## config.mk

```make
export PLATFORM = sky130hd
export DESIGN_NAME = adc_result_cmp
export DESIGN_NICKNAME = d
export VERILOG_FILES = /design/src/rtl/adc_cmp_pkg.sv /design/src/rtl/adc_res_mask.sv /design/src/rtl/adc_cmp_arith.sv /design/src/rtl/adc_cmp_decide.sv /design/src/rtl/adc_res_store.sv /design/src/rtl/adc_result_cmp.sv
export SDC_FILE = /design/constraint.sdc
export NUM_CORES = 1
export LEC_CHECK = 0
export ABC_AREA = 0
export ABC_CLOCK_PERIOD_IN_PS = 2050
export BUFFER_PORTS_ARGS = -buffer_cell sky130_fd_sc_hd__clkbuf_2
export CORE_UTILIZATION = 45
export CTS_BUF_LIST = sky130_fd_sc_hd__clkbuf_8
export CTS_CLUSTER_DIAMETER = 150
export CTS_CLUSTER_SIZE = 16
export DETAILED_ROUTE_END_ITERATION = 8
export PLACE_DENSITY = 0.73
export SLEW_MARGIN = 40
export SYNTH_ARGS = -nofsm -noshare
export SYNTH_HDL_FRONTEND = slang
export SYNTH_SLANG_ARGS = --single-unit
```

## constraint.sdc

```tcl
create_clock -name clk -period 2.05 [get_ports clk]
set_clock_uncertainty 0.1 [all_clocks]
set_input_delay 0 -clock clk [delete_from_list [all_inputs] [get_ports clk]]
set_output_delay 0 -clock clk [all_outputs]
set_load 0.05 [all_outputs]
```

## src/rtl/adc_cmp_pkg.sv

```systemverilog
package adc_cmp_pkg;
  typedef enum logic [1:0] {
    WMODE_8   = 2'b00,
    WMODE_10  = 2'b01,
    WMODE_12  = 2'b10,
    WMODE_12X = 2'b11
  } wmode_e;
endpackage

```

## src/rtl/adc_res_mask.sv

```systemverilog
module adc_res_mask #(
  parameter int W  = 12,
  parameter int WA = 8,
  parameter int WB = 10
) (
  input  logic [W-1:0] data_in,
  input  logic [1:0]   mode,
  output logic [W-1:0] data_out
);
  import adc_cmp_pkg::*;

  function automatic logic [W-1:0] keep_low(input logic [W-1:0] d, input int n);
    logic [W-1:0] m;
    m = '0;
    for (int i = 0; i < W; i++) begin
      if (i < n) m[i] = d[i];
    end
    return m;
  endfunction

  always_comb begin
    case (wmode_e'(mode))
      WMODE_8:  data_out = keep_low(data_in, WA);
      WMODE_10: data_out = keep_low(data_in, WB);
      default:  data_out = data_in;
    endcase
  end
endmodule

```

## src/rtl/adc_cmp_arith.sv

```systemverilog
module adc_cmp_arith #(
  parameter int W = 12
) (
  input  logic [W-1:0] sample,
  input  logic [W-1:0] limit,
  output logic [W-1:0] diff,
  output logic         ge
);
  localparam int SW = W + 1;

  function automatic logic [SW-1:0] add_negated(input logic [W-1:0] a, input logic [W-1:0] b);
    return {1'b0, a} + {1'b0, ~b} + {{W{1'b0}}, 1'b1};
  endfunction

  logic [SW-1:0] sum;
  assign sum  = add_negated(sample, limit);
  assign diff = sum[W-1:0];
  assign ge   = sum[SW-1];
endmodule

```

## src/rtl/adc_cmp_decide.sv

```systemverilog
module adc_cmp_decide (
  input  logic cmp_en,
  input  logic upper,
  input  logic ge,
  output logic accept
);
  always_comb begin
    if (!cmp_en)    accept = 1'b1;
    else if (upper) accept = ge;
    else            accept = ~ge;
  end
endmodule

```

## src/rtl/adc_res_store.sv

```systemverilog
module adc_res_store #(
  parameter int W = 12
) (
  input  logic         clk,
  input  logic         rst_n,
  input  logic         load,
  input  logic [W-1:0] load_val,
  input  logic         clr,
  input  logic         irq_en,
  output logic [W-1:0] result_q,
  output logic         flag,
  output logic         irq
);
  always_ff @(posedge clk or negedge rst_n) begin
    if (!rst_n) begin
      result_q <= '0;
      flag     <= 1'b0;
    end else begin
      if (load) result_q <= load_val;
      if (load)     flag <= 1'b1;
      else if (clr) flag <= 1'b0;
    end
  end

  assign irq = flag & irq_en;
endmodule

```

## src/rtl/adc_result_cmp.sv

```systemverilog
module adc_result_cmp #(
  parameter int RES_W = 12,
  parameter int NAR_A = 8,
  parameter int NAR_B = 10
) (
  input  logic             clk,
  input  logic             rst_n,
  input  logic             conv_done,
  input  logic [RES_W-1:0] conv_data,
  input  logic [1:0]       res_mode,
  input  logic [RES_W-1:0] limit_val,
  input  logic             cmp_en,
  input  logic             cmp_upper,
  input  logic             irq_en,
  input  logic             data_rd,
  input  logic             ctrl_wr,
  output logic [RES_W-1:0] result_q,
  output logic             done_flag,
  output logic             irq
);
  logic [RES_W-1:0] masked_data;
  logic [RES_W-1:0] diff_val;
  logic [RES_W-1:0] load_val;
  logic             cmp_ge;
  logic             accept;
  logic             load_evt;
  logic             clr_req;

  adc_res_mask #(.W(RES_W), .WA(NAR_A), .WB(NAR_B)) u_mask (
    .data_in (conv_data),
    .mode    (res_mode),
    .data_out(masked_data)
  );

  adc_cmp_arith #(.W(RES_W)) u_arith (
    .sample(masked_data),
    .limit (limit_val),
    .diff  (diff_val),
    .ge    (cmp_ge)
  );

  adc_cmp_decide u_decide (
    .cmp_en(cmp_en),
    .upper (cmp_upper),
    .ge    (cmp_ge),
    .accept(accept)
  );

  assign load_evt = conv_done & accept;
  assign load_val = cmp_en ? diff_val : masked_data;
  assign clr_req  = data_rd | ctrl_wr;

  adc_res_store #(.W(RES_W)) u_store (
    .clk     (clk),
    .rst_n   (rst_n),
    .load    (load_evt),
    .load_val(load_val),
    .clr     (clr_req),
    .irq_en  (irq_en),
    .result_q(result_q),
    .flag    (done_flag),
    .irq     (irq)
  );
endmodule

```

==> flow_summary.yaml <==
clock_network:
  cts_setup_buffers: 0
  cts_tree: "built"
  cts.clk_slew.worst_paths_ns: 0.06
  clkLatencyLatePin_ns: 0.25
  clock_path_buffers: 2
  cts_max_level: 1
  cts-root-buf: "clkbuf_8"
  tritoncts.num_buffers: 3
  numClockSinks: 13
timing:
  timing.fmax_mhz: 500
  tightest_slew_ns: 0.371
  setup_viol: 0
  fin_setup_tns_ns: 0
  fin_crit_sh: 0.975
  hold_viol_final: 0
  rsz0062_at_grt: "true"
  max_slew_margin: 0.746
  finalMaxSlewViolations: 0
  final.min_clock_period_ns: 2.00
die:
  die_area_um2: 3270
  die_x_um: 57.2
  die_h_um: 57.2
  start_util: 0.485
  io_pins: 48
  core_area_um2: 2830
  row_count: 19
critical_path:
  r2r_cells: 2
  path_max_fanout: 6
  r2r-end: "u_store.result_q[8]$_DFFE_PN0P_"
  slowest_stage: "or4_4"
  endpoint_kind: "flip-flop"
  crit_path_start: "conv_data[0]"
  required_ns: 2.08
  reg2reg_slack_ns: 1.12
  start_kind: "input port"
  timing.rr.start: "u_store.result_q[8]$_DFFE_PN0P_"
  criticalPathCategory: "in2reg"
  crit_chain: "clkbuf_4 -> inv_12 -> ha_4 -> fa_2 -> nand2b_4 -> a21oi_2 -> o311a_4 -> or4_4 -> nand3_2 -> mux2_4"
  cp.arrival_ns: 2.03
  cp_num_buf_inv: 2
  cp.depth: 10
  critPathCapture: "u_store.result_q[1]$_DFFE_PN0P_"
  critical_path.top_delay_family: "simple AND/OR/NAND/NOR gates"
  slowest_delay_ns: 0.46
power:
  total_power_uw: 1420
  leakage_uw: 0.00105
  cellPowerDensity_nw_per_um2: 688
  vdd_drop_max_v: 0.000548
logic_synthesis:
  synth-edff-count: 0
  syn_area_per_cell_um2: 8.90
  syn_nets: 201
  synth_top_cell_by_area: "dfrtp_1"
  synth.distinct_cells: 46
  synthTopCellsByCount: "inv_1 (18), dfrtp_1 (13), ha_1 (12), nand2_1 (10), a21oi_1 (8)"
  synth_seq_cells: 13
  yosys_warnings: 0
  syn_inst: 154
  synth_top_area_frac: 0.237
  yosysSeqAreaShare: 0.237
  synth_most_common_cell: "inv_1"
  synth_area_um2: 1370
  synthArstFlopShare: 1.00
  synth_flop_cell: "dfrtp_1"
  netlist_top_cells_area: "dfrtp_1 (24%), ha_1 (11%), mux2_4 (6.6%)"
hold_path:
  hold_path_class: "in2reg"
  min_from: "conv_data[6]"
detailed_routing:
  drt.antenna.violating_nets: 0
  vias: 1469
  avgRoutedWirePerCell_um: 14.0
  viasPerCell: 5.46
  drc_errors: 3
  first_pass_iters: 7
  wirelength_um: 3780
  dr.first_iter.drc_count: 32
global_routing:
  antenna_found_initial: 0
  grt_use_total: 0.244
  grt_max_degree: 14
  grt_remaining_overflow: 0
  grt_pass1_vias: 1487
  grt_pass1_wl_um: 6190
place:
  hpwl_um: 3040
  place_congestion: 0.837
  place_area_um2: 1960
  port_buffers: 47
finish:
  fill_cells: 220
  stdcell_area_um2: 2060
  syn2layout_area_growth_pct: 50.4
  n_antenna_cell: 0
  layout-drive-gt1-share: 0.513
  nNetsFinal: 286
run:
  maxCapViolCount: 0
run_status:
  status: "finished with violations"
  violations: "design-rule violations"
repair_timing:
action / 4_1_cts / 5_1_grt
cloned: 0 / 1
hold buffers: 3 / 0
resized for setup: 1 / 4
hold endpoints to repair: 14 / 0
endpoints found under the setup margin: 4 / 12
routing by layer:
layer,global-route usage,part of all wire
met2,0.452,0.52
met4,0.0557,0.0064
met3,0.0476,0.045
met1,0.291,0.43
met5,0,0
stage by stage:
step | hold WS (ns) | worst slack (ns) | utilization | std cells
floorplan | -0.396 | -0.0147 | - | 154
global placement | -0.196 | -0.203 | 0.693 | 261
detailed placement | -0.179 | -0.266 | 0.693 | 261
CTS | 0.0431 | 0.00108 | 0.721 | 268
global route | 0.0513 | -0.0124 | 0.729 | 269
finish | 0.0410 | 0.0512 | 0.729 | 269
logic make-up (layout without fill, tap and decap cells):
| family | after synthesis | in the layout | share of synthesized area |
|---|---|---|---|
| simple gates | 44 | 45 | 0.172 |
| compound gates | 37 | 37 | 0.196 |
| buf+inv | 23 | 106 | 0.0712 |
| mux | 20 | 20 | 0.174 |
| fa+ha+maj | 13 | 13 | 0.124 |
| flops | 13 | 13 | 0.237 |
| xor+xnor | 4 | 4 | 0.0256 |
how the worst min path moves through the flow:
| stage | end | slack (ns) | cells after the start |
|---|---|---|---|
| after floorplan | u_store.flag$_DFFE_PN0P_ | -0.40 | 0 |
| after global placement | u_store.result_q[10]$_DFFE_PN0P_ | -0.20 | 1 |
| after detailed placement | u_store.flag$_DFFE_PN0P_ | -0.18 | 1 |
| after CTS | u_store.result_q[6]$_DFFE_PN0P_ | 0.04 | 3 |
| after global routing | u_store.result_q[6]$_DFFE_PN0P_ | 0.05 | 3 |
| final | u_store.result_q[6]$_DFFE_PN0P_ | 0.04 | 3 |
final cells by class:
| class | instances | area (um2) | area share |
|---|---|---|---|
| Tap cell | 31 | 38.8 | 0.0188 |
| Clock buffer | 3 | 41.3 | 0.0200 |
| Multi-Input combinational cell | 119 | 1050 | 0.510 |
| Clock inverter | 1 | 5.00 | 0.00243 |
| Sequential cell | 13 | 325 | 0.158 |
| Inverter | 19 | 83.8 | 0.0407 |
| Timing Repair Buffer | 83 | 515 | 0.250 |
power by group:
group,internal (uW),leakage [uW],switching (uW),total (uW)
Sequential,325,0.000153,42.8,368
Clock,135,0.0000255,104,238
Combinational,324,0.000874,489,813
Total,784,0.00105,636,1420
tightest hold or removal path: cells and delay by family:
kind	cells	cell delay, ns
multiplexers	2	0.27
buffers and inverters	1	0.09
sequential cells by signal, indices dropped and copies added, names as in the netlist:
register	cells
u_store.flag	1
u_store.result_q	12
cells in the final DEF (no fill, tap or decap), types with 2 or more instances in the layout:
master          n
mux2_2          7
clkbuf_8        3
clkbuf_2       46
dlygate4sd3_1   3
buf_4          33
a21oi_2         4
mux2_4          6
ha_4            4
nand3_1         4
a21oi_1         5
nand2b_1        2
o21a_1          5
ha_1            7
xnor2_1         3
nor2_1          7
and2_1          5
dfrtp_1        13
nor3_1          4
o211ai_1        2
nand2_1        10
nand4_1         2
o21ai_0         4
inv_1          17
mux2i_1         7
No activity file was read; power rests on OpenSTA's default activity.
